==> src/rtl/copro_regport.sv <==
module copro_regport #(
  parameter int DW = 16,
  parameter int AW = 4
) (
  input  logic          clk,
  input  logic          rst_n,
  input  logic          ptr_we,
  input  logic [AW-1:0] ptr_wdata,
  input  logic          win_we,
  input  logic          win_re,
  input  logic [DW-1:0] win_wdata,
  output logic [DW-1:0] win_rdata,
  output logic [AW-1:0] ptr,
  input  logic          op_we,
  input  logic [1:0]    op_code,
  input  logic          eng_done,
  output logic          busy,
  output logic          go_eq,
  output logic          go_dec,
  output logic          go_tb,
  output logic          go_rst,
  output logic [DW-1:0] ctrl_word,
  output logic [DW-1:0] tb_len,
  output logic          metric_sel
);
  localparam int DEPTH = 1 << AW;
  localparam int CTRL_IDX = 0;
  localparam int TBL_IDX = 1;
  localparam logic [1:0] OP_RST = 2'b00;
  localparam logic [1:0] OP_EQ  = 2'b01;
  localparam logic [1:0] OP_DEC = 2'b10;
  localparam logic [1:0] OP_TB  = 2'b11;

  logic [DW-1:0] bank [DEPTH];
  logic [AW-1:0] ptr_q;
  logic          busy_q;
  logic [3:0]    go_q;

  wire access = win_we | win_re;
  wire op_take = op_we & ~busy_q;
  wire op_clear = op_take & (op_code == OP_RST);

  always_ff @(posedge clk or negedge rst_n) begin
    if (!rst_n) ptr_q <= '0;
    else if (ptr_we) ptr_q <= ptr_wdata;
    else if (access) ptr_q <= ptr_q + 1'b1;
  end

  always_ff @(posedge clk or negedge rst_n) begin
    if (!rst_n) begin
      for (int i = 0; i < DEPTH; i++) bank[i] <= '0;
    end else begin
      for (int i = 0; i < DEPTH; i++) begin
        if (op_clear && (i == CTRL_IDX || i == TBL_IDX)) bank[i] <= '0;
        else if (win_we && ptr_q == AW'(i)) bank[i] <= win_wdata;
      end
    end
  end

  always_ff @(posedge clk or negedge rst_n) begin
    if (!rst_n) begin
      busy_q <= 1'b0;
      go_q   <= '0;
    end else begin
      go_q <= '0;
      if (op_take) begin
        go_q[0] <= op_code == OP_EQ;
        go_q[1] <= op_code == OP_DEC;
        go_q[2] <= op_code == OP_TB;
        go_q[3] <= op_code == OP_RST;
      end
      if (busy_q) busy_q <= ~eng_done;
      else busy_q <= op_take & (op_code != OP_RST);
    end
  end

  assign win_rdata  = bank[ptr_q];
  assign ptr        = ptr_q;
  assign busy       = busy_q;
  assign go_eq      = go_q[0];
  assign go_dec     = go_q[1];
  assign go_tb      = go_q[2];
  assign go_rst     = go_q[3];
  assign ctrl_word  = bank[CTRL_IDX];
  assign tb_len     = bank[TBL_IDX];
  assign metric_sel = bank[CTRL_IDX][0];
endmodule

==> config.mk <==
export PLATFORM = sky130hd
export DESIGN_NAME = copro_regport
export DESIGN_NICKNAME = d
export VERILOG_FILES = /design/src/rtl/copro_regport.sv
export SDC_FILE = /design/constraint.sdc
export NUM_CORES = 1
export LEC_CHECK = 0
export CAP_MARGIN = 20
export CORE_MARGIN = 10
export CORE_UTILIZATION = 45
export CTS_BUF_LIST = sky130_fd_sc_hd__clkbuf_8
export DETAILED_ROUTE_END_ITERATION = 16
export DONT_BUFFER_PORTS = 1
export MAX_ROUTING_LAYER = met4
export PLACE_DENSITY = 0.7
export SYNTH_ARGS = -nofsm -noshare
export SYNTH_HDL_FRONTEND = slang
export SYNTH_SLANG_ARGS = --single-unit
==> constraint.sdc <==
create_clock -name clk -period 3.05 [get_ports clk]
set_input_delay 0 -clock clk [delete_from_list [all_inputs] [get_ports clk]]
set_output_delay 0 -clock clk [all_outputs]
set_load 0.01 [all_outputs]
# ---- Word level (Yosys, flattened, before mapping)
# Index checks and enable logic that the tools add are counted.
dict set report totals {
  ff_bits 265
  out_inout_bits 58
  wordCells 79
}
dict set report op_classes {
  n_addsub 1
  order_cmp 1
  eq_ne 18
  n_mux 11
  n_bitwise 7
  reduce_logical 22
}
# op n
set ops {}
lappend ops {{$mux W16} 6}
lappend ops {{$bmux W16 S4} 1}
lappend ops {{$eq A4 B4 Y1 const B} 8}
lappend ops {{$eq A4 B3 Y1 const B} 4}
lappend ops {{$logic_and A1 B1 Y1} 16}
lappend ops {{$mux W4} 3}
lappend ops {{$eq A4 B2 Y1 const B} 2}
lappend ops {{$reduce_bool A2 Y1} 4}
lappend ops {{$ge A5 B5 Y1 const B} 1}
lappend ops {{$not A4 Y5} 1}
lappend ops {{$add A4 B1 Y4 const B} 1}
lappend ops {{$eq A2 B2 Y1 const B} 2}
lappend ops {{$eq A4 B1 Y1 const B} 1}
lappend ops {{$logic_not A4 Y1} 1}
lappend ops {{$and A1 B1 Y1} 3}
lappend ops {{$eq A2 B1 Y1 const B} 1}
lappend ops {{$logic_not A2 Y1} 1}
lappend ops {{$not A1 Y1} 2}
lappend ops {{$mux W1} 1}
lappend ops {{$or A1 B1 Y1} 1}

# ---- Depth between registers and ports, before layout
# Gate-level depths: netlist of run 1.
dict set report depth {
  depth_word 4
  ltp_mapped 9
}

# ---- Worst setup path before layout of run 1
# OpenSTA, ideal clock, no wires.
dict set report synth_path {
  path_kind {register to register}
  start {reg ptr_q[1], in the netlist ptr[1]}
  end {reg bank (netlist bit tb_len[10])}
  setup_ns 0.078
  arrival_time_ns 2.217
  required_ns 2.972
  slack_ns 0.755
  stages_incl_launch_ff 10
  path_buffers 4
  period_less_slack_ns 2.295
  path_cell_list {dfrtp_1 > buf_2 > buf_1 > inv_1 > ha_1 > nand4bb_1 > clkbuf_1 > clkbuf_1 > nand2_1 > a21oi_1}
}
dict set report synth_via {
  elab_chain_len 3
}
# item line
set synth_rtl {}
lappend synth_rtl {{start: declaration} 35} ;# logic [AW-1:0] ptr_q;
lappend synth_rtl {{start signal: assignment} 45} ;# else if (ptr_we) ptr_q <= ptr_wdata;
lappend synth_rtl {{start signal: assignment} 46} ;# else if (access) ptr_q <= ptr_q + 1'b1;
lappend synth_rtl {{$eq A4 B1 Y1} 55} ;# else if (win_we && ptr_q == AW'(i)) bank[i] <= win_wdata;
lappend synth_rtl {{$logic_and A1 B1 Y1} 55}
lappend synth_rtl {{$reduce_bool A2 Y1 (no source line)} --}
lappend synth_rtl {{end signal: indexed assignment} 55}
lappend synth_rtl {{end: declaration} 34} ;# logic [DW-1:0] bank [DEPTH];
# Every way passes these cells.
# A chain may end at the register's enable or synchronous reset.

# ---- Final worst setup path of run 1
dict set report layout_path {
  start {reg ptr_q[0], in the netlist ptr[0]}
  end {reg bank (netlist bit tb_len[10])}
}
# The elaborated chain is that of the path after synthesis.

==> flow_metrics.env, run 1 <==
export IMPL_seq_area_frac_synth_pct=53.5
export IMPL_drive_gt1_share_pct=43.6
export IMPL_critPathCaptureType="flip-flop"
export IMPL_yosysTopAreaCell="dfrtp_1"
export IMPL_ys_flop_type="dfrtp_1"
export IMPL_synth_top_area_share_pct=53.5
export IMPL_worst_setup_path_start_kind="flip-flop"
export IMPL_irDropWorstVdd_mv=0.559
export IMPL_reg2reg_depth=7
export IMPL_met1_usage_pct=24.1
export IMPL_setup_tns_ns=0
export IMPL_netlist_cell_type_count=35
export IMPL_grt_start_max_net_pins=266
export IMPL_finish_utilization_pct=50.5
export IMPL_final_max_slew_viol_count=0
export IMPL_dpl_worst_slack_ns=0.626
export IMPL_path_class="flip-flop to flip-flop"
export IMPL_ioPinCount=87
export IMPL_gr_usage_met2_pct=27.2
export IMPL_track_usage_pct=18.1
export IMPL_fmax_ghz=0.357
export IMPL_routed_wl_um=29700
export IMPL_synthesis_instances=848
export IMPL_violations="negative hold slack"
export IMPL_avgSynthCellArea_um2=14.6
export IMPL_hold_violations=265
export IMPL_crit_chain="buf_4, ha_2, nor4bb_4, buf_4, nand2_1, dlygate4sd3_1, a21oi_1"
export IMPL_final_cell_mix="dfrtp_1, mux2_2, nand2_1"
export IMPL_met3_usage_pct=4.74
export IMPL_holdWs_ns=-0.862
export IMPL_wl_per_cell_um=24.3
export IMPL_drt_iter0_markers=579
export IMPL_path_max_fanout=13
export IMPL_area_delta_synth_final_pct=10.1
export IMPL_grt_pass1_vias=7722
export IMPL_gr_total_overflow=0
export IMPL_start_util_pct=45.8
export IMPL_critPathSlowestCell="dlygate4sd3_1"
export IMPL_synth_mux_area_share_pct=32.8
export IMPL_place_area_um2=12500
export IMPL_cts_max_level=2
export IMPL_place_inst=1112
export IMPL_cts_hold_buf=34
export IMPL_tightest_slew_ns=1.00
export IMPL_finalNetCount=883
export IMPL_postSynth_asyncResetShare_pct=100
export IMPL_synth_area_um2=12400
export IMPL_critPathRequiredTime_ns=3.53
export IMPL_finalSetupViolations=0
export IMPL_arrival_ns=3.28
export IMPL_rows=60
export IMPL_design_area_um2=13600
export IMPL_cts_clk_slew_worst_paths_ns=0.06
export IMPL_syn_nets=881
export IMPL_viasPerCell=5.85
export IMPL_min_period_ns=2.80
export IMPL_insertion_delay_ns=0.56
export IMPL_yosys_area_share_simple_pct=4.77
export IMPL_numCtsBuffers=43
export IMPL_rsz0062_at_grt="false"
export IMPL_dieArea_um2=34600
export IMPL_place_congestion=0.815
export IMPL_powerDensity_nw_per_um2=899
export IMPL_fin_cells=1221
export IMPL_p_leak_nw=6.00
export IMPL_ant_nets=0
export IMPL_dieWidth_um=186
export IMPL_synth_xor_area_share_pct=0.212
export IMPL_finalCritPeriodShare_pct=91.9
export IMPL_cpMostUsedCell="buf_4"
export IMPL_outcome="complete, but fails checks"
export IMPL_skew_ns=0.0186
export IMPL_synth_seq_cells=265
export IMPL_hp_class="input pin to asynchronous set/reset pin"
export IMPL_grt_pass1_wl_um=46700
export IMPL_synth_top_family_by_area="multiplexers"
export IMPL_clock_path_buffers=3
export IMPL_cap_viol_max_count=0
export IMPL_vias=7137
export IMPL_synth_compound_area_share_pct=3.50
export IMPL_cts_sinks=265
export IMPL_postLayoutSetupSlackWorst_ns=0.248
export IMPL_top_usage_layer="met2"
export IMPL_yosys_warnings=0
export IMPL_cp_num_buf_inv=3
export IMPL_port_buffer_count=0
export IMPL_cp_depth=7
export IMPL_critPathMaxStageDelay_ns=0.58
export IMPL_antenna_found_initial=1
export IMPL_post_cts_buffers=0
export IMPL_cts_tree="done"
export IMPL_drcViolationCount=0
export IMPL_yosys_top_cells_area="dfrtp_1, mux2_2, mux4_2"
export IMPL_n_antenna_cell=0
export IMPL_core_um2=27000
export IMPL_dr_pass1_iters=4
export IMPL_hpwl_um=18100
export IMPL_synth_edf_count=0
export IMPL_final_common_cell="dfrtp_1"
export IMPL_cp_top_family="buffers and inverters"
export IMPL_synthAdderAreaFrac_pct=0.404
export IMPL_fp_dieH_um=186
export IMPL_relSlewSlack_pct=33.0
export IMPL_cts_root_buf="clkbuf_8"
## layout make-up
cell class                 instances  area (µm²)
fill                            2311       13400
sequential                       265        6640
multi-input combinational        481        5210
clock buffer                      53         729
timing repair buffer              57         538
tap                              341         427
clock inverter                    22        93.8
inverter                           2        7.51
## synthesized netlist by cell type (all sizes together) (3+ instances only)
library cell,number
nand3,8
dfrtp,265
ha,4
clkbuf,34
mux2,225
a21oi,32
nand2,84
nor2,3
mux4,64
nor2b,3
buf,66
a22oi,32
o21ai,5
## cell families (layout without fill, tap and decap cells)
| logic type | count (synthesis) | after routing |
|---|---|---|
| and+or+nand+nor | 113 | 113 |
| AOI/OAI and AO/OA | 70 | 70 |
| DFF | 265 | 265 |
| adders and majority gates | 4 | 4 |
| muxes | 291 | 291 |
| buffers and inverters | 102 | 134 |
| xor gates and xnor gates | 3 | 3 |
## metal layers
| metal | vias to the layer above | wire [µm] |
|---|---|---|
| met5 | - | 0 |
| met4 | 0 | 428 |
| met3 | 40 | 2400 |
| met2 | 221 | 13600 |
| met1 | 3810 | 13200 |
| li1 | 3066 | - |
## state kept, by name, indices dropped and copies added (netlist names)
signal and count:
ptr 4, bank 224, busy 1, go_q 4, tb_len 16, ctrl_word 16
## repair_timing
item / 4_1_cts / 5_1_grt
setup endpoints to repair: 0 / 2
endpoints found under the hold margin: 530 / 265
resized for setup: 0 / 1
## stage by stage
step                      hold slack, ns  power [mW]
final                             -0.862        12.3
after global routing              -0.883        13.0
after CTS                         -0.880        12.4
after detailed placement          -0.284        9.30
after global placement            -0.284        9.12
after floorplan                   -0.296        8.60
## path summary, 6_finish.rpt
path                                from    endpoint  slack, ns
worst max-delay path              ptr[0]  tb_len[10]       0.25
worst min-delay path               rst_n   bank[180]      -0.86
worst max register to register    ptr[0]  tb_len[10]       0.25
worst min register to register  bank[86]    bank[86]       0.50
max in group asynchronous          rst_n      ptr[1]       3.66
min in group clk                  win_we    bank[70]       0.06
## worst register-to-register path: cells and delay by family, from the launching register on
kind	cells	cell delay (ns)
AOI/OAI and AO/OA	1	0.14
buffers and inverters	3	1.23
and+or+nand+nor	2	0.50
adders and majority gates	1	0.34
DFF	1	0.54
## where the power goes
group	switching [mW]	internal, mW
Clock	1.39	1.56
Sequential	0.930	5.08
Combinational	1.20	2.11
Note: power is estimated with default switching activity, not from simulation.
==> run 2, diff against run 1 <==
- ABC_AREA: default -> 1
- PLACE_DENSITY: 0.7 -> 0.72
- clock period: 3.05 -> 2.31 ns (I/O delays scaled with it)
==> flow_metrics.env, run 2 <==
export IMPL_dieArea_um2=37600
export IMPL_tightest_slew_ns=0.993
export IMPL_cts_root_buf="clkbuf_8"
export IMPL_finalCritPeriodShare_pct=97.5
export IMPL_track_usage_pct=21.2
export IMPL_gr_total_overflow=0
export IMPL_insertion_delay_ns=0.57
export IMPL_critPathSlowestCell="dfrtp_1"
export IMPL_critPathCaptureType="output pin"
export IMPL_timing_rr_end="bank[12]"
export IMPL_rows=63
export IMPL_finish_utilization_pct=49.9
export IMPL_p_total_mw=17.3
export IMPL_cap_viol_max_count=0
export IMPL_wl_per_cell_um=17.8
export IMPL_viasPerCell=5.14
export IMPL_dr_pass1_iters=5
export IMPL_path_max_fanout=11
export IMPL_r2r_slack_ns=0.24
export IMPL_powerDensity_nw_per_um2=1170
export IMPL_drt_iter0_markers=1236
export IMPL_ioPinCount=87
export IMPL_final_common_cell="nand2_1"
export IMPL_synth_seq_cells=265
export IMPL_antenna_found_initial=5
export IMPL_vias=11600
export IMPL_cts_tree="done"
export IMPL_holdWs_ns=-0.829
export IMPL_arrival_ns=2.25
export IMPL_drcViolationCount=0
export IMPL_p_leak_nw=8.03
export IMPL_path_class="flip-flop to output pin"
export IMPL_postSynth_asyncResetShare_pct=100
export IMPL_pwr_share_seq_pct=45.9
export IMPL_grt_start_max_net_pins=266
export IMPL_ant_nets=0
export IMPL_p_int_mw=10.8
export IMPL_routed_wl_um=40200
export IMPL_start_util_pct=45.8
export IMPL_critPathMaxStageDelay_ns=0.61
export IMPL_synth_area_um2=13600
export IMPL_grt_pass1_wl_um=62400
export IMPL_grt_pass1_vias=10800
export IMPL_cts_sinks=265
export IMPL_place_congestion=0.860
export IMPL_area_delta_synth_final_pct=8.78
export IMPL_fmax_ghz=0.444
export IMPL_worst_setup_path_start_kind="flip-flop"
export IMPL_hold_violations=265
export IMPL_syn_nets=1894
export IMPL_finalSetupViolations=0
export IMPL_irDropWorstVdd_mv=0.473
export IMPL_synthTopCellsByCount="nand2_1, inv_1, dfrtp_1"
export IMPL_crit_chain="inv_2, nor2_4, buf_4, nand2_1, nand2_1, inv_1, nand2_1"
export IMPL_avgSynthCellArea_um2=7.32
export IMPL_synth_top_area_share_pct=48.7
export IMPL_cts_max_level=2
export IMPL_switchingPower_mw=6.56
export IMPL_hp_class="input pin to asynchronous set/reset pin"
export IMPL_yosys_top_cells_area="dfrtp_1, nand2_1, inv_1"
export IMPL_finalNetCount=1870
export IMPL_cts_clk_slew_worst_paths_ns=0.06
export IMPL_clkPwrFrac_pct=23.2
export IMPL_final_max_slew_viol_count=0
export IMPL_ys_flop_type="dfrtp_1"
export IMPL_place_inst=2144
export IMPL_final_cell_mix="nand2_1, inv_1, dfrtp_1"
export IMPL_synth_edf_count=0
export IMPL_seq_area_frac_synth_pct=48.7
export IMPL_netlist_cell_type_count=25
export IMPL_largest_reg_flops=224
export IMPL_r2r_start="ptr[1]"
export IMPL_top_register="bank"
export IMPL_clock_path_buffers=3
export IMPL_reg2reg_depth=7
export IMPL_skew_ns=0.0255
export IMPL_drive_gt1_share_pct=6.26
export IMPL_port_buffer_count=0
export IMPL_violations="negative hold slack"
export IMPL_fin_cells=2265
export IMPL_critPathRequiredTime_ns=2.31
export IMPL_cp_num_buf_inv=3
export IMPL_min_period_ns=2.25
export IMPL_synth_most_common_cell="nand2_1"
export IMPL_numCtsBuffers=44
export IMPL_fp_dieH_um=194
export IMPL_cpMostUsedCell="nand2_1"
export IMPL_share_comb_of_total_power_pct=30.9
export IMPL_relSlewSlack_pct=33.8
export IMPL_cp_top_family="simple AND/OR/NAND/NOR gates"
export IMPL_dieWidth_um=194
export IMPL_core_um2=29700
export IMPL_hpwl_um=24200
export IMPL_yosysTopAreaCell="dfrtp_1"
export IMPL_p_sw_share_pct=37.8
export IMPL_yosys_warnings=0
export IMPL_outcome="complete, but fails checks"
export IMPL_post_cts_buffers=0
export IMPL_cts_hold_buf=34
export IMPL_synthesis_instances=1861
==> run 2: metrics by stage <==
step | worst slack [ns] | hold slack [ns] | setup TNS (ns) | cell area, µm²
6_report | 0.0566 | -0.829 | 0 | 14800
5_1_grt | -0.0207 | -0.850 | -0.0602 | 14800
4_1_cts | -0.0186 | -0.858 | -0.0215 | 14700
3_5_place_dp | 0.454 | -0.269 | 0 | 13500
3_3_place_gp | 0.526 | -0.267 | 0 | 13500
2_1_floorplan | 0.513 | -0.296 | 0 | 13600
==> run 2: power groups by stage <==
stage               Clock [mW]  Combinational, mW  Sequential, mW
finish                    4.02               5.36            7.95
global route              4.30               6.24            8.21
CTS                       4.07               5.29            7.94
detailed placement           0               5.12            8.01
global placement             0               4.94            7.93
floorplan                    0               4.43            7.55
==> run 2: worst max-delay path by stage <==
stage | startpoint | end | slack, ns | cells past startpoint
floorplan | ptr[0] | bank[209] | 0.51 | 11
global placement | ptr[1] | ctrl_word[15] | 0.53 | 6
detailed placement | ptr[3] | bank[99] | 0.45 | 5
CTS | ptr[2] | win_rdata[2] | -0.02 | 7
global route | ptr[2] | win_rdata[2] | -0.02 | 7
finish | ptr[2] | win_rdata[2] | 0.06 | 7
==> run 2: layer usage <==
metal	vias to the layer above	wire length (µm)	global-route usage, %
met2	539	17200	29.8
met4	0	1250	7.61
met5	-	0	-
met1	5450	17500	28.6
met3	80	4310	5.81
li1	5567	-	-
==> run 2: area by class of cell <==
class	count	area, µm²
diodes	7	17.5
clock buffers	54	743
clock inverters	23	98.8
fillers	2865	14900
inverters	321	1210
multi-input cells	1145	4960
flip-flops and latches	265	6640
well taps	390	488
repair buffers	60	658
==> run 2: cells by family (layout without fill, tap and decap cells) <==
logic type | after synthesis | in the layout | synth area share (%)
and+or+nand+nor | 875 | 875 | 25.9
buffers and inverters | 451 | 458 | 15.0
AOI/OAI and AO/OA | 265 | 265 | 9.93
DFF | 265 | 265 | 48.7
adders and majority gates | 4 | 4 | 0.368
xor gates and xnor gates | 1 | 1 | 0.0643
other | 0 | 7 | 0
==> run 2: what timing repair did <==
item / CTS / global route
gates cloned: 1 / 2
resized for setup: 2 / 5
hold endpoints to repair: 530 / 265
endpoints found under the setup margin: 13 / 16
==> run 3, diff against run 2 <==
- ABC_AREA: 1 -> default
- CORE_ASPECT_RATIO: default -> 1.25
==> flow_metrics.env, run 3 (same netlist as run 1, synthesis figures left out) <==
export IMPL_relSlewSlack_pct=47.7
export IMPL_clock_path_buffers=3
export IMPL_dr_pass1_iters=4
export IMPL_n_antenna_cell=0
export IMPL_setup_tns_ns=0
export IMPL_start_util_pct=45.9
export IMPL_antenna_found_initial=0
export IMPL_ant_nets=0
export IMPL_min_period_ns=2.25
export IMPL_path_class="flip-flop to output pin"
export IMPL_grt_pass1_wl_um=46500
export IMPL_met3_usage_pct=4.35
export IMPL_viasPerCell=5.82
export IMPL_cts_tree="done"
export IMPL_track_usage_pct=17.6
export IMPL_vias=7233
export IMPL_grt_pass1_vias=7728
export IMPL_drt_iter0_markers=508
export IMPL_postLayoutSetupSlackWorst_ns=0.0606
export IMPL_holdWs_ns=-0.840
export IMPL_wl_per_cell_um=23.9
export IMPL_grt_start_max_net_pins=266
export IMPL_critPathCaptureType="output pin"
export IMPL_gr_usage_met2_pct=27.2
export IMPL_cap_viol_max_count=0
export IMPL_cts_root_buf="clkbuf_8"
export IMPL_reg2reg_depth=5
export IMPL_largest_reg_flops=224
export IMPL_top_usage_layer="met2"
export IMPL_place_area_um2=12500
export IMPL_p_leak_nw=6.18
export IMPL_hpwl_um=17900
export IMPL_routed_wl_um=29700
export IMPL_path_max_fanout=7
export IMPL_r2r_start="ptr[0]"
export IMPL_cts_max_level=2
export IMPL_core_um2=27000
export IMPL_fp_dieH_um=206
export IMPL_design_area_um2=14100
export IMPL_dieArea_um2=34600
export IMPL_cts_clk_slew_worst_paths_ns=0.06
export IMPL_worst_setup_path_start_kind="flip-flop"
export IMPL_hold_violations=265
export IMPL_finish_utilization_pct=52.4
export IMPL_numCtsBuffers=45
export IMPL_irDropWorstVdd_mv=0.648
export IMPL_top_register="bank"
export IMPL_critPathRequiredTime_ns=2.31
export IMPL_final_common_cell="dfrtp_1"
export IMPL_finalNetCount=897
export IMPL_final_max_slew_viol_count=0
export IMPL_insertion_delay_ns=0.54
export IMPL_timing_rr_end="bank[1]"
export IMPL_drive_gt1_share_pct=49.4
export IMPL_dieWidth_um=168
export IMPL_rows=67
export IMPL_tightest_slew_ns=0.782
export IMPL_finalCritPeriodShare_pct=97.4
export IMPL_skew_ns=0.0104
export IMPL_drcViolationCount=0
export IMPL_area_delta_synth_final_pct=14.1
export IMPL_r2r_slack_ns=0.08
export IMPL_ioPinCount=87
export IMPL_cts_hold_buf=31
export IMPL_hp_class="input pin to asynchronous set/reset pin"
export IMPL_dpl_worst_slack_ns=0.304
export IMPL_gr_total_overflow=0
export IMPL_arrival_ns=2.25
export IMPL_final_cell_mix="dfrtp_1, mux2_2, nand2_1"
export IMPL_powerDensity_nw_per_um2=1210
export IMPL_fmax_ghz=0.445
export IMPL_rsz0062_at_grt="true"
export IMPL_outcome="complete, but fails checks"
export IMPL_met1_usage_pct=22.3
export IMPL_violations="negative hold slack"
export IMPL_finalSetupViolations=0
export IMPL_place_congestion=0.819
export IMPL_port_buffer_count=0
export IMPL_cts_sinks=265
-- run 3: cell count changes in the layout (fill, tap and decap cells not counted), moves of 11 or more --
cell	before	now
a21oi_1	0	32
a22oi_1	0	11
a22oi_2	0	21
buf_4	17	29
inv_1	332	13
mux2_2	0	205
mux2_4	0	20
mux4_2	0	64
nand2_1	719	74
nand3_1	129	2
o21ai_0	213	5
o21ai_1	43	0
-- run 3: how the worst max path moves through the flow --
| stage | startpoint | to | cells after the start |
|---|---|---|---|
| detailed placement | ptr[2] | bank[1] | 2 |
| finish | ptr[0] | win_rdata[3] | 5 |
| floorplan | ptr[1] | tb_len[10] | 9 |
| global route | ptr[0] | win_rdata[4] | 5 |
| global placement | ptr[2] | bank[2] | 2 |
| CTS | ptr[0] | win_rdata[11] | 5 |
-- run 3: layout make-up --
cell class,instances,area (µm²)
timing repair buffer,69,731
multi-input combinational,481,5340
fill,2211,12900
clock buffer,62,853
clock inverter,19,134
tap,345,432
inverter,2,7.51
sequential,265,6640
-- run 3: worst max-delay path: stages, from the launching register on --
cell	delay (ns)
dfrtp_4	0.51
buf_4	0.18
clkbuf_16	0.18
mux4_2	0.52
a22oi_2	0.17
nand2_2	0.14
-- run 3: through the flow --
step / instances / total power [mW]
2_1_floorplan: 848 / 11.4
3_3_place_gp: 1124 / 12.1
3_5_place_dp: 1124 / 12.3
4_1_cts: 1241 / 17.1
5_1_grt: 1243 / 18.0
6_report: 1243 / 17.1
-- run 3: layer usage --
metal,part of all wire [%],up-vias,routed length (µm)
met5,0,-,0
met4,2.5,0,731
met3,7.4,55,2210
met2,48,243,14300
met1,42,3820,12500
li1,-,3115,-
-- run 3: repair_timing --
item	4_1_cts	5_1_grt
cloned	2	2
resized for setup	27	11
endpoints found under the hold margin	530	265
setup endpoints to repair	16	17
setup buffers	3	0
pin swaps	5	3
-- run 3: where the power goes --
group | switching, mW | total [mW] | internal, mW
registers | 1.19 | 7.89 | 6.70
clock network | 1.86 | 4.47 | 2.60
logic | 1.79 | 4.72 | 2.93
total | 4.84 | 17.1 | 12.2
